`src/rtl/ctxsw_pkg.sv`:
```
`timescale 1ns/1ps
package ctxsw_pkg;

  typedef enum logic [2:0] {
    CMD_VSWITCH = 3'd0,
    CMD_TRAP    = 3'd1,
    CMD_RETURN  = 3'd2,
    CMD_LOADWP  = 3'd3,
    CMD_STOREWP = 3'd4
  } cmd_e;

  typedef enum logic [3:0] {
    SQ_IDLE,
    SQ_RD_NWP,
    SQ_RD_NPC,
    SQ_WR_SWP,
    SQ_WR_SPC,
    SQ_WR_SST,
    SQ_WR_EA,
    SQ_RD_SWP,
    SQ_RD_SPC,
    SQ_RD_SST,
    SQ_WR_WP,
    SQ_DONE
  } seq_e;

  // Workspace slots used by the switch and return sequences
  localparam int unsigned SLOT_EA  = 11;
  localparam int unsigned SLOT_SWP = 13;
  localparam int unsigned SLOT_SPC = 14;
  localparam int unsigned SLOT_SST = 15;

endpackage

```
`src/rtl/ctxsw_seq.sv`:
```
`timescale 1ns/1ps
module ctxsw_seq
  import ctxsw_pkg::*;
(
  input  logic       clk,
  input  logic       rst_n,
  input  logic       cmd_valid,
  input  logic [2:0] cmd_op,
  input  logic       trap_served,
  input  logic       mem_ack,
  output seq_e       state,
  output logic       accept,
  output logic       mem_req,
  output logic       commit_switch,
  output logic       commit_return,
  output logic       busy,
  output logic       done
);

  seq_e state_q, state_d;
  logic is_trap_q, is_trap_d;

  always_comb begin
    state_d   = state_q;
    is_trap_d = is_trap_q;
    accept    = cmd_valid && (state_q == SQ_IDLE);
    case (state_q)
      SQ_IDLE: begin
        if (accept) begin
          is_trap_d = (cmd_op == CMD_TRAP);
          case (cmd_op)
            CMD_VSWITCH: state_d = SQ_RD_NWP;
            CMD_TRAP:    state_d = trap_served ? SQ_DONE : SQ_RD_NWP;
            CMD_RETURN:  state_d = SQ_RD_SWP;
            CMD_LOADWP:  state_d = SQ_DONE;
            CMD_STOREWP: state_d = SQ_WR_WP;
            default:     state_d = SQ_IDLE;
          endcase
        end
      end
      SQ_RD_NWP: if (mem_ack) state_d = SQ_RD_NPC;
      SQ_RD_NPC: if (mem_ack) state_d = SQ_WR_SWP;
      SQ_WR_SWP: if (mem_ack) state_d = SQ_WR_SPC;
      SQ_WR_SPC: if (mem_ack) state_d = SQ_WR_SST;
      SQ_WR_SST: if (mem_ack) state_d = is_trap_q ? SQ_WR_EA : SQ_DONE;
      SQ_WR_EA:  if (mem_ack) state_d = SQ_DONE;
      SQ_RD_SWP: if (mem_ack) state_d = SQ_RD_SPC;
      SQ_RD_SPC: if (mem_ack) state_d = SQ_RD_SST;
      SQ_RD_SST: if (mem_ack) state_d = SQ_DONE;
      SQ_WR_WP:  if (mem_ack) state_d = SQ_DONE;
      SQ_DONE:   state_d = SQ_IDLE;
      default:   state_d = SQ_IDLE;
    endcase
  end

  always_ff @(posedge clk or negedge rst_n) begin
    if (!rst_n) begin
      state_q   <= SQ_IDLE;
      is_trap_q <= 1'b0;
    end else begin
      state_q <= state_d;
      if (accept) is_trap_q <= is_trap_d;
    end
  end

  always_comb begin
    mem_req = (state_q != SQ_IDLE) && (state_q != SQ_DONE);
    commit_switch = mem_ack && (((state_q == SQ_WR_SST) && !is_trap_q) ||
                                (state_q == SQ_WR_EA));
    commit_return = mem_ack && (state_q == SQ_RD_SST);
    busy  = (state_q != SQ_IDLE);
    done  = (state_q == SQ_DONE);
    state = state_q;
  end

endmodule

```
`src/rtl/ctxsw_ctx.sv`:
```
`timescale 1ns/1ps
module ctxsw_ctx
  import ctxsw_pkg::*;
#(
  parameter int unsigned W        = 16,
  parameter int unsigned DEVW     = 4,
  parameter int unsigned RIDXW    = 4,
  parameter int unsigned XOP_BASE = 'h40
) (
  input  logic             clk,
  input  logic             rst_n,
  input  seq_e             state,
  input  logic             accept,
  input  logic [2:0]       cmd_op,
  input  logic [W-1:0]     cmd_addr,
  input  logic [W-1:0]     cmd_imm,
  input  logic [DEVW-1:0]  cmd_dev,
  input  logic [RIDXW-1:0] cmd_reg,
  input  logic             pc_wr,
  input  logic [W-1:0]     pc_wdata,
  input  logic             st_wr,
  input  logic [W-1:0]     st_wdata,
  input  logic             mem_ack,
  input  logic [W-1:0]     mem_rdata,
  input  logic             commit_switch,
  input  logic             commit_return,
  output logic [W-1:0]     wp,
  output logic [W-1:0]     pc,
  output logic [W-1:0]     st,
  output logic [W-1:0]     tmp_wp,
  output logic [W-1:0]     vec,
  output logic [W-1:0]     ea,
  output logic [RIDXW-1:0] reg_idx
);

  localparam logic [W-1:0] EVEN  = ~W'(1);
  localparam logic [W-1:0] TBASE = W'(XOP_BASE);

  logic [W-1:0] wp_q, pc_q, st_q, twp_q, tpc_q, vec_q, ea_q;
  logic [RIDXW-1:0] ridx_q;

  logic         idle, commit;
  logic         wp_en, pc_en, st_en, twp_en, tpc_en;
  logic [W-1:0] wp_d, pc_d, st_d, vec_d;

  always_comb begin
    idle   = (state == SQ_IDLE);
    commit = commit_switch || commit_return;
    wp_en  = (accept && (cmd_op == CMD_LOADWP)) || commit;
    wp_d   = commit ? twp_q : (cmd_imm & EVEN);
    pc_en  = (idle && pc_wr) || commit;
    pc_d   = commit ? tpc_q : (pc_wdata & EVEN);
    st_en  = (idle && st_wr) || commit_return;
    st_d   = commit_return ? mem_rdata : st_wdata;
    twp_en = mem_ack && ((state == SQ_RD_NWP) || (state == SQ_RD_SWP));
    tpc_en = mem_ack && ((state == SQ_RD_NPC) || (state == SQ_RD_SPC));
    vec_d  = (cmd_op == CMD_TRAP) ? ((TBASE + (W'(cmd_dev) << 2)) & EVEN)
                                  : (cmd_addr & EVEN);
  end

  always_ff @(posedge clk or negedge rst_n) begin
    if (!rst_n) begin
      wp_q   <= '0;
      pc_q   <= '0;
      st_q   <= '0;
      twp_q  <= '0;
      tpc_q  <= '0;
      vec_q  <= '0;
      ea_q   <= '0;
      ridx_q <= '0;
    end else begin
      if (wp_en)  wp_q  <= wp_d;
      if (pc_en)  pc_q  <= pc_d;
      if (st_en)  st_q  <= st_d;
      if (twp_en) twp_q <= mem_rdata & EVEN;
      if (tpc_en) tpc_q <= mem_rdata & EVEN;
      if (accept) begin
        vec_q  <= vec_d;
        ea_q   <= cmd_addr;
        ridx_q <= cmd_reg;
      end
    end
  end

  assign wp      = wp_q;
  assign pc      = pc_q;
  assign st      = st_q;
  assign tmp_wp  = twp_q;
  assign vec     = vec_q;
  assign ea      = ea_q;
  assign reg_idx = ridx_q;

endmodule

```
`src/rtl/ctxsw_port.sv`:
```
`timescale 1ns/1ps
module ctxsw_port
  import ctxsw_pkg::*;
#(
  parameter int unsigned W     = 16,
  parameter int unsigned RIDXW = 4
) (
  input  seq_e             state,
  input  logic [W-1:0]     wp,
  input  logic [W-1:0]     pc,
  input  logic [W-1:0]     st,
  input  logic [W-1:0]     tmp_wp,
  input  logic [W-1:0]     vec,
  input  logic [W-1:0]     ea,
  input  logic [RIDXW-1:0] reg_idx,
  output logic [W-1:0]     mem_addr,
  output logic             mem_we,
  output logic [W-1:0]     mem_wdata
);

  function automatic logic [W-1:0] slot(input logic [W-1:0] base,
                                        input logic [RIDXW-1:0] idx);
    return base + (W'(idx) << 1);
  endfunction

  always_comb begin
    mem_addr  = '0;
    mem_we    = 1'b0;
    mem_wdata = '0;
    case (state)
      SQ_RD_NWP: mem_addr = vec;
      SQ_RD_NPC: mem_addr = vec + W'(2);
      SQ_WR_SWP: begin
        mem_addr = slot(tmp_wp, RIDXW'(SLOT_SWP)); mem_we = 1'b1; mem_wdata = wp;
      end
      SQ_WR_SPC: begin
        mem_addr = slot(tmp_wp, RIDXW'(SLOT_SPC)); mem_we = 1'b1; mem_wdata = pc;
      end
      SQ_WR_SST: begin
        mem_addr = slot(tmp_wp, RIDXW'(SLOT_SST)); mem_we = 1'b1; mem_wdata = st;
      end
      SQ_WR_EA: begin
        mem_addr = slot(tmp_wp, RIDXW'(SLOT_EA)); mem_we = 1'b1; mem_wdata = ea;
      end
      SQ_RD_SWP: mem_addr = slot(wp, RIDXW'(SLOT_SWP));
      SQ_RD_SPC: mem_addr = slot(wp, RIDXW'(SLOT_SPC));
      SQ_RD_SST: mem_addr = slot(wp, RIDXW'(SLOT_SST));
      SQ_WR_WP: begin
        mem_addr = slot(wp, reg_idx); mem_we = 1'b1; mem_wdata = wp;
      end
      default: ;
    endcase
  end

endmodule

```
`src/rtl/ctxsw_top.sv`:
```
`timescale 1ns/1ps
module ctxsw_top
  import ctxsw_pkg::*;
#(
  parameter int unsigned W        = 16,
  parameter int unsigned NDEV     = 16,
  parameter int unsigned NREG     = 16,
  parameter int unsigned XOP_BASE = 'h40,
  localparam int unsigned DEVW    = $clog2(NDEV),
  localparam int unsigned RIDXW   = $clog2(NREG)
) (
  input  logic             clk,
  input  logic             rst_n,
  input  logic             cmd_valid,
  input  logic [2:0]       cmd_op,
  input  logic [W-1:0]     cmd_addr,
  input  logic [W-1:0]     cmd_imm,
  input  logic [DEVW-1:0]  cmd_dev,
  input  logic [RIDXW-1:0] cmd_reg,
  input  logic [NDEV-1:0]  xop_hw_mask,
  input  logic             pc_wr,
  input  logic [W-1:0]     pc_wdata,
  input  logic             st_wr,
  input  logic [W-1:0]     st_wdata,
  output logic             mem_req,
  output logic             mem_we,
  output logic [W-1:0]     mem_addr,
  output logic [W-1:0]     mem_wdata,
  input  logic [W-1:0]     mem_rdata,
  input  logic             mem_ack,
  output logic [W-1:0]     wp,
  output logic [W-1:0]     pc,
  output logic [W-1:0]     st,
  output logic             busy,
  output logic             done
);

  // Reset asserts at once and releases on a clock edge
  logic [1:0] rst_sync_q;
  logic       rst_core_n;

  always_ff @(posedge clk or negedge rst_n) begin
    if (!rst_n) rst_sync_q <= 2'b00;
    else        rst_sync_q <= {rst_sync_q[0], 1'b1};
  end
  assign rst_core_n = rst_sync_q[1];

  seq_e             seq_state;
  logic             accept, commit_switch, commit_return, trap_served;
  logic [W-1:0]     tmp_wp, vec, ea;
  logic [RIDXW-1:0] reg_idx;

  assign trap_served = xop_hw_mask[cmd_dev];

  ctxsw_seq u_seq (
    .clk           (clk),
    .rst_n         (rst_core_n),
    .cmd_valid     (cmd_valid),
    .cmd_op        (cmd_op),
    .trap_served   (trap_served),
    .mem_ack       (mem_ack),
    .state         (seq_state),
    .accept        (accept),
    .mem_req       (mem_req),
    .commit_switch (commit_switch),
    .commit_return (commit_return),
    .busy          (busy),
    .done          (done)
  );

  ctxsw_ctx #(.W(W), .DEVW(DEVW), .RIDXW(RIDXW), .XOP_BASE(XOP_BASE)) u_ctx (
    .clk           (clk),
    .rst_n         (rst_core_n),
    .state         (seq_state),
    .accept        (accept),
    .cmd_op        (cmd_op),
    .cmd_addr      (cmd_addr),
    .cmd_imm       (cmd_imm),
    .cmd_dev       (cmd_dev),
    .cmd_reg       (cmd_reg),
    .pc_wr         (pc_wr),
    .pc_wdata      (pc_wdata),
    .st_wr         (st_wr),
    .st_wdata      (st_wdata),
    .mem_ack       (mem_ack),
    .mem_rdata     (mem_rdata),
    .commit_switch (commit_switch),
    .commit_return (commit_return),
    .wp            (wp),
    .pc            (pc),
    .st            (st),
    .tmp_wp        (tmp_wp),
    .vec           (vec),
    .ea            (ea),
    .reg_idx       (reg_idx)
  );

  ctxsw_port #(.W(W), .RIDXW(RIDXW)) u_port (
    .state     (seq_state),
    .wp        (wp),
    .pc        (pc),
    .st        (st),
    .tmp_wp    (tmp_wp),
    .vec       (vec),
    .ea        (ea),
    .reg_idx   (reg_idx),
    .mem_addr  (mem_addr),
    .mem_we    (mem_we),
    .mem_wdata (mem_wdata)
  );

endmodule

```
`config.mk`:
```
export PLATFORM = sky130hd
export DESIGN_NAME = ctxsw_top
export DESIGN_NICKNAME = d
export VERILOG_FILES = /design/src/rtl/ctxsw_pkg.sv /design/src/rtl/ctxsw_seq.sv /design/src/rtl/ctxsw_ctx.sv /design/src/rtl/ctxsw_port.sv /design/src/rtl/ctxsw_top.sv
export SDC_FILE = /design/constraint.sdc
export NUM_CORES = 1
export LEC_CHECK = 0
export ABC_AREA = 1
export BUFFER_PORTS_ARGS = -buffer_cell sky130_fd_sc_hd__buf_2
export CORE_MARGIN = 8
export CORE_UTILIZATION = 51
export CTS_BUF_LIST = sky130_fd_sc_hd__clkbuf_2 sky130_fd_sc_hd__clkbuf_4 sky130_fd_sc_hd__clkbuf_8
export DETAILED_ROUTE_END_ITERATION = 6
export PLACE_DENSITY = 0.88
export SYNTH_ARGS = -nofsm -noshare
export SYNTH_HDL_FRONTEND = slang
export SYNTH_SLANG_ARGS = --single-unit
```
`constraint.sdc`:
```
create_clock -name clk -period 8.8 [get_ports clk]
set_clock_uncertainty 0.2 [all_clocks]
set_input_delay 0.88 -clock clk [delete_from_list [all_inputs] [get_ports clk]]
set_output_delay 0.88 -clock clk [all_outputs]
set_load 0.05 [all_outputs]
```
==> flow_summary.yaml <==
floorplan:
  fp.coreArea_sq_um: 14500
  dieArea_sq_um: 19100
  io_pins: 197
  start_util: 0.523
  placementRows: 44
  fp.dieH_um: 138
  chipWidth_um: 138
drt:
  drc: 0
  drt-total-wl_um: 28200
  dr_total_vias: 8616
  firstDrtPassIters: 6
  viasPerCell: 5.89
  detail_route.wl_per_cell_um: 19.3
  dr.first_iter.drc_count: 955
  drtAntennaViolNets: 0
clock_network:
  clk_pin_slew_ns: 0.08
  cts_buffers: 17
  clkLatencyLatePin_ns: 0.45
  post_cts_buffers: 0
  htreeDepth: 4
  cts_tree: "yes"
  cts_resized: 0
  clock_sinks: 118
  cts_buffer_depth: 2
  clock-root-buffer: "clkbuf_8"
  ctsHoldBuffers: 1
worst_setup_path:
  criticalPathCategory: "reg -> out"
  r2r-end: "u_ctx.wp[2]$_DFFE_PN0P_"
  r2r-start: "u_seq.state[2]$_DFFE_PN0P_"
  cp-end-kind: "primary output"
  start_kind: "register"
  worstRegToRegCells: 8
  crit_path_start: "u_seq.state[2]$_DFFE_PN0P_"
  regToRegSetupSlack_ns: 4.61
  required_ns: 7.72
  arrival_ns: 3.67
  critPathMaxFanout: 5
timing:
  hold_viol: 0
  setup_viol: 0
  slew_headroom: 0.321
  period_needed_ns: 4.75
  max_freq_mhz: 211
  rsz0062_at_grt: "no"
  slew_violations: 0
  tns_ns: 0
  period_share: 0.539
  whs_ns: 0.117
  worst_pin_slew_ns: 1.02
final_layout:
  design_area_sq_um: 9030
  regArea_sq_um: 2960
  area_growth_pct: 18.8
  final_nets: 1390
  layout-drive-gt1-share: 0.204
  antennaDiodeCount: 0
  fill_cells: 1344
  fin_cells: 1464
  multi_input_area_sq_um: 3920
synthesis:
  synth_top_cells_by_area: "dfrtp_1, nand2_1, o21ai_0, inv_1, nand3_1"
  yosysUniqueCellTypes: 36
  async_flop_share: 1.00
  ys.flop_type: "dfrtp_1"
  synth_area_per_cell_sq_um: 6.95
  synth_edf_count: 0
  synth_cells: 1095
  yosysSeqAreaShare: 0.388
  synth_top_cell_area_share: 0.388
  synth.cell_area_sq_um: 7600
  synthTopCellsByCount: "nand2_1, inv_1, dfrtp_1, o21ai_0, nand3_1"
  ys_seq_elements: 118
  synth.most_common_cell: "nand2_1"
  synth_top_area_cell: "dfrtp_1"
  yosys_warnings: 0
global_route:
  grt_max_degree: 76
  overflow: 0
  first_global_vias: 8368
  track_usage: 0.291
  antenna_found_initial: 0
  grt_pass1_wl_um: 44900
placed_design:
  place_area_sq_um: 8600
  io_buffers: 191
  gp_congestion: 1.02
  place_inst: 1431
  hpwl_um: 22100
power_and_ir_drop:
  total_power_mw: 3.88
  leakage_nw: 4.68
  vdd_drop_max_mv: 0.290
  power_density_nw_per_um2: 429
run_status:
  outcome: "finished clean"
job:
  maxCapViolations: 0
hold_path:
  hp-class: "reg -> async"
==> per-stage QoR <==
step                setup slack, ns  utilization
finish                         4.05        0.622
CTS                            4.09        0.622
floorplan                      5.04            -
global placement               4.60        0.592
global route                   3.71        0.622
detailed placement             4.59        0.592
==> worst max-delay path by stage <==
stage	endpoint	slack, ns	depth (start not counted)
floorplan	mem_addr[13]	5.04	15
global placement	mem_addr[11]	4.60	17
detailed placement	mem_addr[11]	4.59	15
CTS	mem_addr[11]	4.09	17
global route	mem_addr[11]	3.71	15
finish	mem_addr[11]	4.05	17
==> power breakdown <==
group	total [mW]	switching, mW	internal [mW]
Clock	0.535	0.247	0.289
Sequential	1.07	0.274	0.792
Combinational	2.28	1.73	0.553
==> cell usage in the layout (no fill, tap or decap), types with 3 or more instances in the layout <==
cell and count:
dfrtp_1 117, o2111ai_1 15, nand3_1 91, clkinv_4 3, nor2_4 5, o221ai_1 22
a31oi_1 4, o21ai_0 95, ha_1 8, inv_1 128, clkbuf_8 18, buf_2 191
nor3_1 14, bufinv_16 3, a22oi_1 6, inv_2 6, conb_1 4, o22ai_1 18
clkinvlp_4 4, o21ai_1 10, nor2_1 65, a21oi_1 21, nand4_1 21, nand2_2 9
buf_4 4, nor2_2 5, or2_2 6, o211ai_1 20, nand2_1 346
==> per-layer routing <==
layer	routed length, um	part of all wire	global-route usage
met2	12400	0.44	0.437
met4	1450	0.051	0.165
met3	3220	0.11	0.0791
met1	11100	0.40	0.370
met5	0	0	0
==> state kept, by name (all words and copies together) (netlist names) <==
register and count:
rst_sync_q 2, u_ctx.ea 16, u_ctx.pc 15, u_ctx.reg_idx 4, u_ctx.st 16, u_ctx.tmp_wp 15, u_ctx.tpc_q 15, u_ctx.vec 15
u_ctx.wp 15, u_seq.is_trap_q 1, u_seq.state 4
==> layout make-up <==
| cell class | instances | area share |
|---|---|---|
| clock inverters | 14 | 0.0192 |
| multi-input cells | 798 | 0.434 |
| flip-flops and latches | 118 | 0.327 |
| well taps | 184 | 0.0255 |
| clock buffers | 18 | 0.0274 |
| repair buffers | 196 | 0.110 |
| inverters | 136 | 0.0565 |
==> logic make-up (layout without fill, tap and decap cells) <==
group | after synthesis | count (layout) | synth area share
and+or+nand+nor | 566 | 566 | 0.318
xor gates and xnor gates | 2 | 2 | 0.00230
other | 2 | 4 | 0.000988
DFF | 118 | 118 | 0.388
adders and majority gates | 10 | 10 | 0.0184
buffers and inverters | 181 | 364 | 0.0972
AOI/OAI and AO/OA | 216 | 216 | 0.174
==> critical path, cell delays in order (launching register included) <==
cell     delay, ns
dfrtp_1       0.41
inv_1         0.10
nand2_1       0.17
nor2_1        0.18
inv_1         0.11
or2_2         0.28
ha_1          0.23
fa_1          0.43
nand3_1       0.12
nand3_1       0.07
nand2_1       0.15
nor3_1        0.13
nand2_1       0.10
nand2_1       0.05
o21ai_0       0.30
nor2_1        0.07
nand2_1       0.06
buf_2         0.26
Note: power is estimated with default switching activity, not from simulation.
